### src/rtl/bcd_clock_pkg.sv
package bcd_clock_pkg;

  localparam int BCD_W     = 4;
  localparam int UNITS_MOD = 10;
  localparam int TENS_MOD  = 6;
  localparam int BIN_W     = 7;
  localparam int HR12_MIN  = 1;
  localparam int HR12_MAX  = 12;
  localparam int HR24_MAX  = 23;

  typedef logic [BCD_W-1:0] bcd_t;

  localparam bcd_t BCD_ZERO = bcd_t'(0);
  localparam bcd_t BCD_ONE  = bcd_t'(1);
  localparam bcd_t BCD_TWO  = bcd_t'(2);
  localparam bcd_t BCD_NINE = bcd_t'(9);

  // A digit is legal BCD when it does not exceed nine.
  function automatic logic bcd_valid(input bcd_t d);
    return d <= BCD_NINE;
  endfunction

  // Two BCD digits folded into a plain binary value.
  function automatic logic [BIN_W-1:0] bcd_to_bin(input bcd_t t, input bcd_t u);
    return BIN_W'(t) * BIN_W'(10) + BIN_W'(u);
  endfunction

  // Whether an hour pair is legal for the selected mode.
  function automatic logic hour_in_range(input logic m12, input bcd_t t, input bcd_t u);
    logic [BIN_W-1:0] v;
    v = bcd_to_bin(t, u);
    if (!bcd_valid(t) || !bcd_valid(u)) return 1'b0;
    if (m12) return (v >= BIN_W'(HR12_MIN)) && (v <= BIN_W'(HR12_MAX));
    return v <= BIN_W'(HR24_MAX);
  endfunction

  // Next hour pair on an hour carry; the result is {tens, units}.
  function automatic logic [2*BCD_W-1:0] hour_step(input logic m12, input bcd_t t, input bcd_t u);
    if (m12 && t == BCD_ONE && u == BCD_TWO) return {BCD_ZERO, BCD_ONE};
    if (!m12 && t == BCD_TWO && u == bcd_t'(3)) return {BCD_ZERO, BCD_ZERO};
    if (u == BCD_NINE) return {t + BCD_ONE, BCD_ZERO};
    return {t, u + BCD_ONE};
  endfunction

endpackage

### src/rtl/bcd_digit_counter.sv
module bcd_digit_counter #(
  parameter int MODULUS = 10,
  parameter int W       = 4
) (
  input  logic         clk,
  input  logic         rst,
  input  logic         en,
  output logic [W-1:0] q,
  output logic         wrap
);
  localparam logic [W-1:0] LAST = W'(MODULUS - 1);

  // Wrap is the enable handed to the next stage.
  assign wrap = en && (q == LAST);

  always_ff @(posedge clk) begin
    if (rst)       q <= '0;
    else if (wrap) q <= '0;
    else if (en)   q <= q + 1'b1;
  end
endmodule

### src/rtl/bcd_hour_counter.sv
module bcd_hour_counter
  import bcd_clock_pkg::*;
(
  input  logic clk,
  input  logic rst,
  input  logic tick,
  input  logic carry,
  input  logic mode12,
  output bcd_t hr_t,
  output bcd_t hr_u,
  output logic pm,
  output logic force_o,
  output logic pm_flip_o
);
  bcd_t nxt_t, nxt_u;
  logic in_range;

  always_comb begin
    in_range  = hour_in_range(mode12, hr_t, hr_u);
    force_o   = tick && !in_range;
    pm_flip_o = 1'b0;
    nxt_t     = hr_t;
    nxt_u     = hr_u;
    if (force_o) begin
      nxt_t = BCD_ZERO;
      nxt_u = mode12 ? BCD_ONE : BCD_ZERO;
    end else if (carry) begin
      {nxt_t, nxt_u} = hour_step(mode12, hr_t, hr_u);
      pm_flip_o      = mode12 && (hr_t == BCD_ONE) && (hr_u == BCD_ONE);
    end
  end

  always_ff @(posedge clk) begin
    if (rst) begin
      hr_t <= mode12 ? BCD_ONE : BCD_ZERO;
      hr_u <= mode12 ? BCD_TWO : BCD_ZERO;
      pm   <= 1'b0;
    end else begin
      hr_t <= nxt_t;
      hr_u <= nxt_u;
      if (pm_flip_o) pm <= ~pm;
    end
  end
endmodule

### src/rtl/bcd_alarm_match.sv
module bcd_alarm_match
  import bcd_clock_pkg::*;
(
  input  bcd_t al_hr_t,
  input  bcd_t al_hr_u,
  input  bcd_t al_min_t,
  input  bcd_t al_min_u,
  input  bcd_t hr_t,
  input  bcd_t hr_u,
  input  bcd_t min_t,
  input  bcd_t min_u,
  output logic match
);
  logic setting_ok, hr_eq, min_eq;

  always_comb begin
    setting_ok = bcd_valid(al_hr_t) && bcd_valid(al_hr_u)
              && bcd_valid(al_min_t) && bcd_valid(al_min_u);
    hr_eq      = bcd_to_bin(al_hr_t, al_hr_u) == bcd_to_bin(hr_t, hr_u);
    min_eq     = bcd_to_bin(al_min_t, al_min_u) == bcd_to_bin(min_t, min_u);
    match      = setting_ok && hr_eq && min_eq;
  end
endmodule

### src/rtl/bcd_clock_core.sv
module bcd_clock_core
  import bcd_clock_pkg::*;
(
  input  logic             clk,
  input  logic             rst,
  input  logic             tick,
  input  logic             mode12,
  input  logic [BCD_W-1:0] alarm_hr_t,
  input  logic [BCD_W-1:0] alarm_hr_u,
  input  logic [BCD_W-1:0] alarm_min_t,
  input  logic [BCD_W-1:0] alarm_min_u,
  output logic [BCD_W-1:0] sec_t,
  output logic [BCD_W-1:0] sec_u,
  output logic [BCD_W-1:0] min_t,
  output logic [BCD_W-1:0] min_u,
  output logic [BCD_W-1:0] hr_t,
  output logic [BCD_W-1:0] hr_u,
  output logic             pm,
  output logic             alarm
);
  localparam int NSTAGE = 4;

  // carry_chain[i] enables stage i; stage order is sec_u, sec_t, min_u, min_t.
  logic [NSTAGE:0]                 carry_chain;
  logic [NSTAGE-1:0][BCD_W-1:0]    digits;
  logic                            min_carry;
  logic                            hour_carry;
  logic                            hour_force;
  logic                            pm_toggle;

  assign carry_chain[0] = tick;

  for (genvar i = 0; i < NSTAGE; i++) begin : g_stage
    localparam int MOD = (i % 2 == 0) ? UNITS_MOD : TENS_MOD;
    bcd_digit_counter #(.MODULUS(MOD), .W(BCD_W)) u_cnt (
      .clk  (clk),
      .rst  (rst),
      .en   (carry_chain[i]),
      .q    (digits[i]),
      .wrap (carry_chain[i+1])
    );
  end

  assign min_carry  = carry_chain[2];
  assign hour_carry = carry_chain[NSTAGE];

  assign sec_u = digits[0];
  assign sec_t = digits[1];
  assign min_u = digits[2];
  assign min_t = digits[3];

  bcd_hour_counter u_hours (
    .clk       (clk),
    .rst       (rst),
    .tick      (tick),
    .carry     (hour_carry),
    .mode12    (mode12),
    .hr_t      (hr_t),
    .hr_u      (hr_u),
    .pm        (pm),
    .force_o   (hour_force),
    .pm_flip_o (pm_toggle)
  );

  bcd_alarm_match u_alarm (
    .al_hr_t  (alarm_hr_t),
    .al_hr_u  (alarm_hr_u),
    .al_min_t (alarm_min_t),
    .al_min_u (alarm_min_u),
    .hr_t     (hr_t),
    .hr_u     (hr_u),
    .min_t    (min_t),
    .min_u    (min_u),
    .match    (alarm)
  );
endmodule

### config.mk
export PLATFORM = sky130hd
export DESIGN_NAME = bcd_clock_core
export DESIGN_NICKNAME = d
export VERILOG_FILES = /design/src/rtl/bcd_clock_pkg.sv /design/src/rtl/bcd_digit_counter.sv /design/src/rtl/bcd_hour_counter.sv /design/src/rtl/bcd_alarm_match.sv /design/src/rtl/bcd_clock_core.sv
export SDC_FILE = /design/constraint.sdc
export NUM_CORES = 1
export LEC_CHECK = 0
export BUFFER_PORTS_ARGS = -buffer_cell sky130_fd_sc_hd__buf_4
export CORE_ASPECT_RATIO = 1.1
export CORE_MARGIN = 5
export CORE_UTILIZATION = 45
export CTS_CLUSTER_DIAMETER = 40
export DETAILED_ROUTE_END_ITERATION = 8
export HOLD_SLACK_MARGIN = 0.1
export PLACE_DENSITY_LB_ADDON = 0.15
export RECOVER_POWER = 50
export SLEW_MARGIN = 20
export SYNTH_ARGS = -nofsm -noshare
export SYNTH_HDL_FRONTEND = slang
export SYNTH_HIERARCHICAL = 1
export SYNTH_SLANG_ARGS = --single-unit
### constraint.sdc
create_clock -name clk -period 4.4 [get_ports clk]
set_input_delay 0.88 -clock clk [delete_from_list [all_inputs] [get_ports clk]]
set_output_delay 0.88 -clock clk [all_outputs]
set_load 0.01 [all_outputs]
; Yosys cells after proc, flatten, opt, wreduce, memory -nomap -nowiden
; Index checks and enable logic that the tools add are counted.
; W data, S select, Z words.
[word_totals]
regBits = 25
in_bits = 20
word_cells = 106
[classes]
bitwise = 1
magnitude_cmp = 9
mux = 35
reduce_logical = 28
n_eq_ne = 12
add_sub_neg = 10
n_mul = 4
[op_table]
columns = op, n
row1 = $mux W8, 6
row2 = $add A7 B4 Y7, 4
row3 = $add A4 B1 Y4 const B, 6
row4 = $le A4 B4 Y1 const B, 6
row5 = $mul A4 B3 Y6 const B, 4
row6 = $mux W4, 6
row7 = $mux W1, 22
row8 = $logic_and A1 B1 Y1, 16
row9 = $eq A7 B7 Y1, 2
row10 = $eq A4 B2 Y1 const B, 3
row11 = $eq A4 B4 Y1 const B, 3
row12 = $eq A4 B1 Y1 const B, 2
row13 = $eq A4 B3 Y1 const B, 2
row14 = $reduce_or A2 Y1, 4
row15 = $ge A7 B1 Y1 const B, 1
row16 = $le A7 B4 Y1 const B, 1
row17 = $le A7 B5 Y1 const B, 1
row18 = $reduce_bool A5 Y1, 1
row19 = $logic_not A1 Y1, 4
row20 = $reduce_bool A3 Y1, 1
row21 = $mux W2, 1
row22 = $reduce_and A2 Y1, 1
row23 = $logic_or A1 B1 Y1, 1
row24 = $not A1 Y1, 1

; Longest topological paths before layout
[logic_depth]
word_depth = 23
ltp_mapped = 10
depth_no_buf = 10

; Cells and area by module
; Netlist, hierarchy kept.
[by_module_without_submodules]
columns = module, seq_area_each_um2, instances, area_per_inst_um2, cells_each
row1 = bcd_alarm_match, 0.0, 1, 1043.5, 111
row2 = bcd_hour_counter, 260.2, 1, 962.2, 100
row3 = bcd_digit_counter at g_stage[1].u_cnt ..., 80.1, 2, 212.7, 23
row4 = bcd_digit_counter at g_stage[0].u_cnt ..., 80.1, 2, 197.7, 19

; Least setup slack after synthesis
; Ideal clock, no wire load.
[synth_path]
kind = input to output
start = in alarm_hr_t[1]
end = out alarm
arrival_time_ps = 2972
n_path_buf = 0
slack_ps = 548
stages = 7
required_time_ps = 3520
cell_sequence = ha_1 -> ha_1 -> fa_1 -> xnor2_1 -> xnor2_1 -> or3b_1 -> a2111oi_2
[synth_between]
elab_chain_cells = 6
[synth_lines]
columns = item, line_no
row1 = "start, declared", bcd_clock_core.sv:8  ; input logic [BCD_W-1:0] alarm_hr_t,
row2 = "parallel branches: the longest is 4 deep, another holds $add A7 B4 Y7", -
row3 = $logic_and A1 B1 Y1 * (2 in a row), bcd_alarm_match.sv:21  ; match = setting_ok && hr_eq && min_eq;
row4 = "end, declared", bcd_clock_core.sv:19  ; output logic alarm
; Mark *: on every way between the ends.

; Final worst setup path
; Ends and elaborated chain as after synthesis.

==> reports/metrics.cfg <==
[routing]
num_vias = 2252
viasPerCell = 5.32
routed_wirelength_um = 5780
drt_iter0_drc = 75
drtAntennaViolNets = 0
routedWlPerCell_um = 13.7
drtPass1Iterations = 4
route.detailed.drc = 0

[finish]
final_cells = 423
final_nets = 417
final_util_pct = 52.2
drive_above_1_share_pct = 12.0
design_area_um2 = 3210
area_growth_pct = 13.8
antenna_cells = 0

[clock_network]
numCtsBuffers = 3
clkTransAtPathRegs_ps = 100
clock-sinks = 25
hold_buffers = 0
post_cts_resized = 0
cts_tree = yes
cts_max_path_buffers = 2
cts_root_buffer = clkbuf_8
htreeDepth = 1
postCtsSetupRepairBufs = 0
clkLatencyLatePin_ps = 270

[grt]
grt_antenna_before_repair = 0
gr-total-overflow = 0
grt_pass1_wl_um = 9920
grt_pass1_vias = 2208
grt_usage_pct = 15.0
grt_max_degree = 22

[timing]
fmax_mhz = 243
slew_violations = 0
tightest_slew_ps = 552
slew_headroom_pct = 63.2
totalNegativeSetupSlack_ps = 0
timing.hold.ws_ps = 504
finalHoldViolCount = 0
setup_slack_ps = 281
finalCritPeriodShare_pct = 93.6
rsz0062_at_grt = false
post-route-min-period_ps = 4120
finalClockSkew_ps = 13.6
finalSetupViolCount = 0

[power]
p_leak_nw = 1.43
p_sw_uw = 514
internal_power_uw = 696
vdd_ir_drop_max_mv = 0.252
fin_total_pwr_mw = 1.21
pwr-share-clk_pct = 11.5
pwr-share-comb_pct = 59.5
power_density_nw_per_um2 = 377
seqPwrFrac_pct = 28.9
sw_frac_of_total_pct = 42.5

[yosys]
syn-cell-area_um2 = 2820
syn_area_per_cell_um2 = 9.60
synth.net_count = 367
yosys_warnings = 6
syn-instance-count = 294

[placed_design]
hpwl_um = 4650
gp_congestion = 0.793
io_buffers = 45
placed_cells_incl_taps = 419
dpl_worst_slack_ps = 273
placed_area_um2 = 3260

[min_path]
min_path_type = reg -> reg

[critical_path]
critPathArrivalTime_ps = 3240
required_ps = 3520
cp_max_fo = 4
critPathLaunchType = primary input
path_class = in -> out
end_kind = output port

[die]
die_w_um = 85.5
ioPinCount = 46
coreArea_um2 = 6160
die_area_um2 = 7960
die_h_um = 93.1
row_count = 30
start_util_pct = 45.9

[run]
maxCapViolCount = 0

[run_status]
outcome = finished, final reports clean

final timing paths:
check        slack, ps                  start  cells after the start               endpoint
min reg2reg        500  g_stage[1].u_cnt/q[3]                      2  g_stage[1].u_cnt/q[3]
max                280          alarm_hr_t[1]                      9                  alarm
max reg2reg       1000        u_hours/hr_t[1]                     10        u_hours/hr_t[0]
min                500  g_stage[1].u_cnt/q[3]                      2  g_stage[1].u_cnt/q[3]
sequential cells by signal, summed over array words and instances (netlist names):
| signal | cells |
|---|---|
| u_hours/hr_t | 4 |
| u_hours/pm | 1 |
| g_stage.u_cnt/q | 16 |
| u_hours/hr_u | 4 |
worst max-delay path, stage by stage:
cell	delay [ps]
buf_4	120
ha_1	290
ha_1	210
fa_1	480
xnor2_1	250
xnor2_1	90
or3b_1	380
a2111oi_2	360
buf_4	180
layer usage:
layer / global-route usage [%] / vias up / part of all wire, %
li1: - / 1145 / -
met1: 18.9 / 1069 / 46
met2: 26.6 / 36 / 50
met3: 2.73 / 2 / 3.7
met4: 2.90 / 0 / 0.54
met5: 0 / - / 0
layout by cell type (no fill, tap or decap), types with 2 or more instances in the layout:
| master | n |
|---|---|
| and3_1 | 3 |
| nor2_1 | 11 |
| mux2i_1 | 3 |
| edfxtp_1 | 8 |
| nand4_1 | 9 |
| xnor2_1 | 25 |
| or3_1 | 4 |
| xnor3_1 | 4 |
| fa_1 | 10 |
| nand2b_1 | 4 |
| clkbuf_1 | 22 |
| xor2_1 | 9 |
| ha_1 | 43 |
| or3b_1 | 2 |
| inv_1 | 28 |
| o21a_1 | 2 |
| buf_4 | 26 |
| clkbuf_8 | 3 |
| nand3_1 | 3 |
| nor4_1 | 2 |
| nand2_1 | 18 |
| nor2b_1 | 8 |
| a311oi_1 | 2 |
| nand3b_1 | 9 |
| a21oi_2 | 2 |
| a21o_1 | 7 |
| nor3_1 | 7 |
| a211oi_2 | 2 |
| o21ai_0 | 9 |
| and4_1 | 2 |
| a21oi_1 | 14 |
| dfxtp_1 | 17 |
power by group through the flow:
stage / logic (mW) / clock network [mW] / registers [mW]
after floorplan: 0.550 / 0 / 0.357
after global placement: 0.718 / 0 / 0.354
after detailed placement: 0.734 / 0 / 0.356
after CTS: 0.738 / 0.146 / 0.351
after global routing: 0.808 / 0.153 / 0.358
final: 0.721 / 0.140 / 0.350
cell type report:
class                           count  area, um^2
Inverter                           28         105
Fill cell                         627        2940
Tap cell                           80         100
Multi-Input combinational cell    238        2100
Clock buffer                        3        41.3
Clock inverter                      1        6.26
Timing Repair Buffer               48         278
Sequential cell                    25         581
Power figures use the tool's default switching activity.
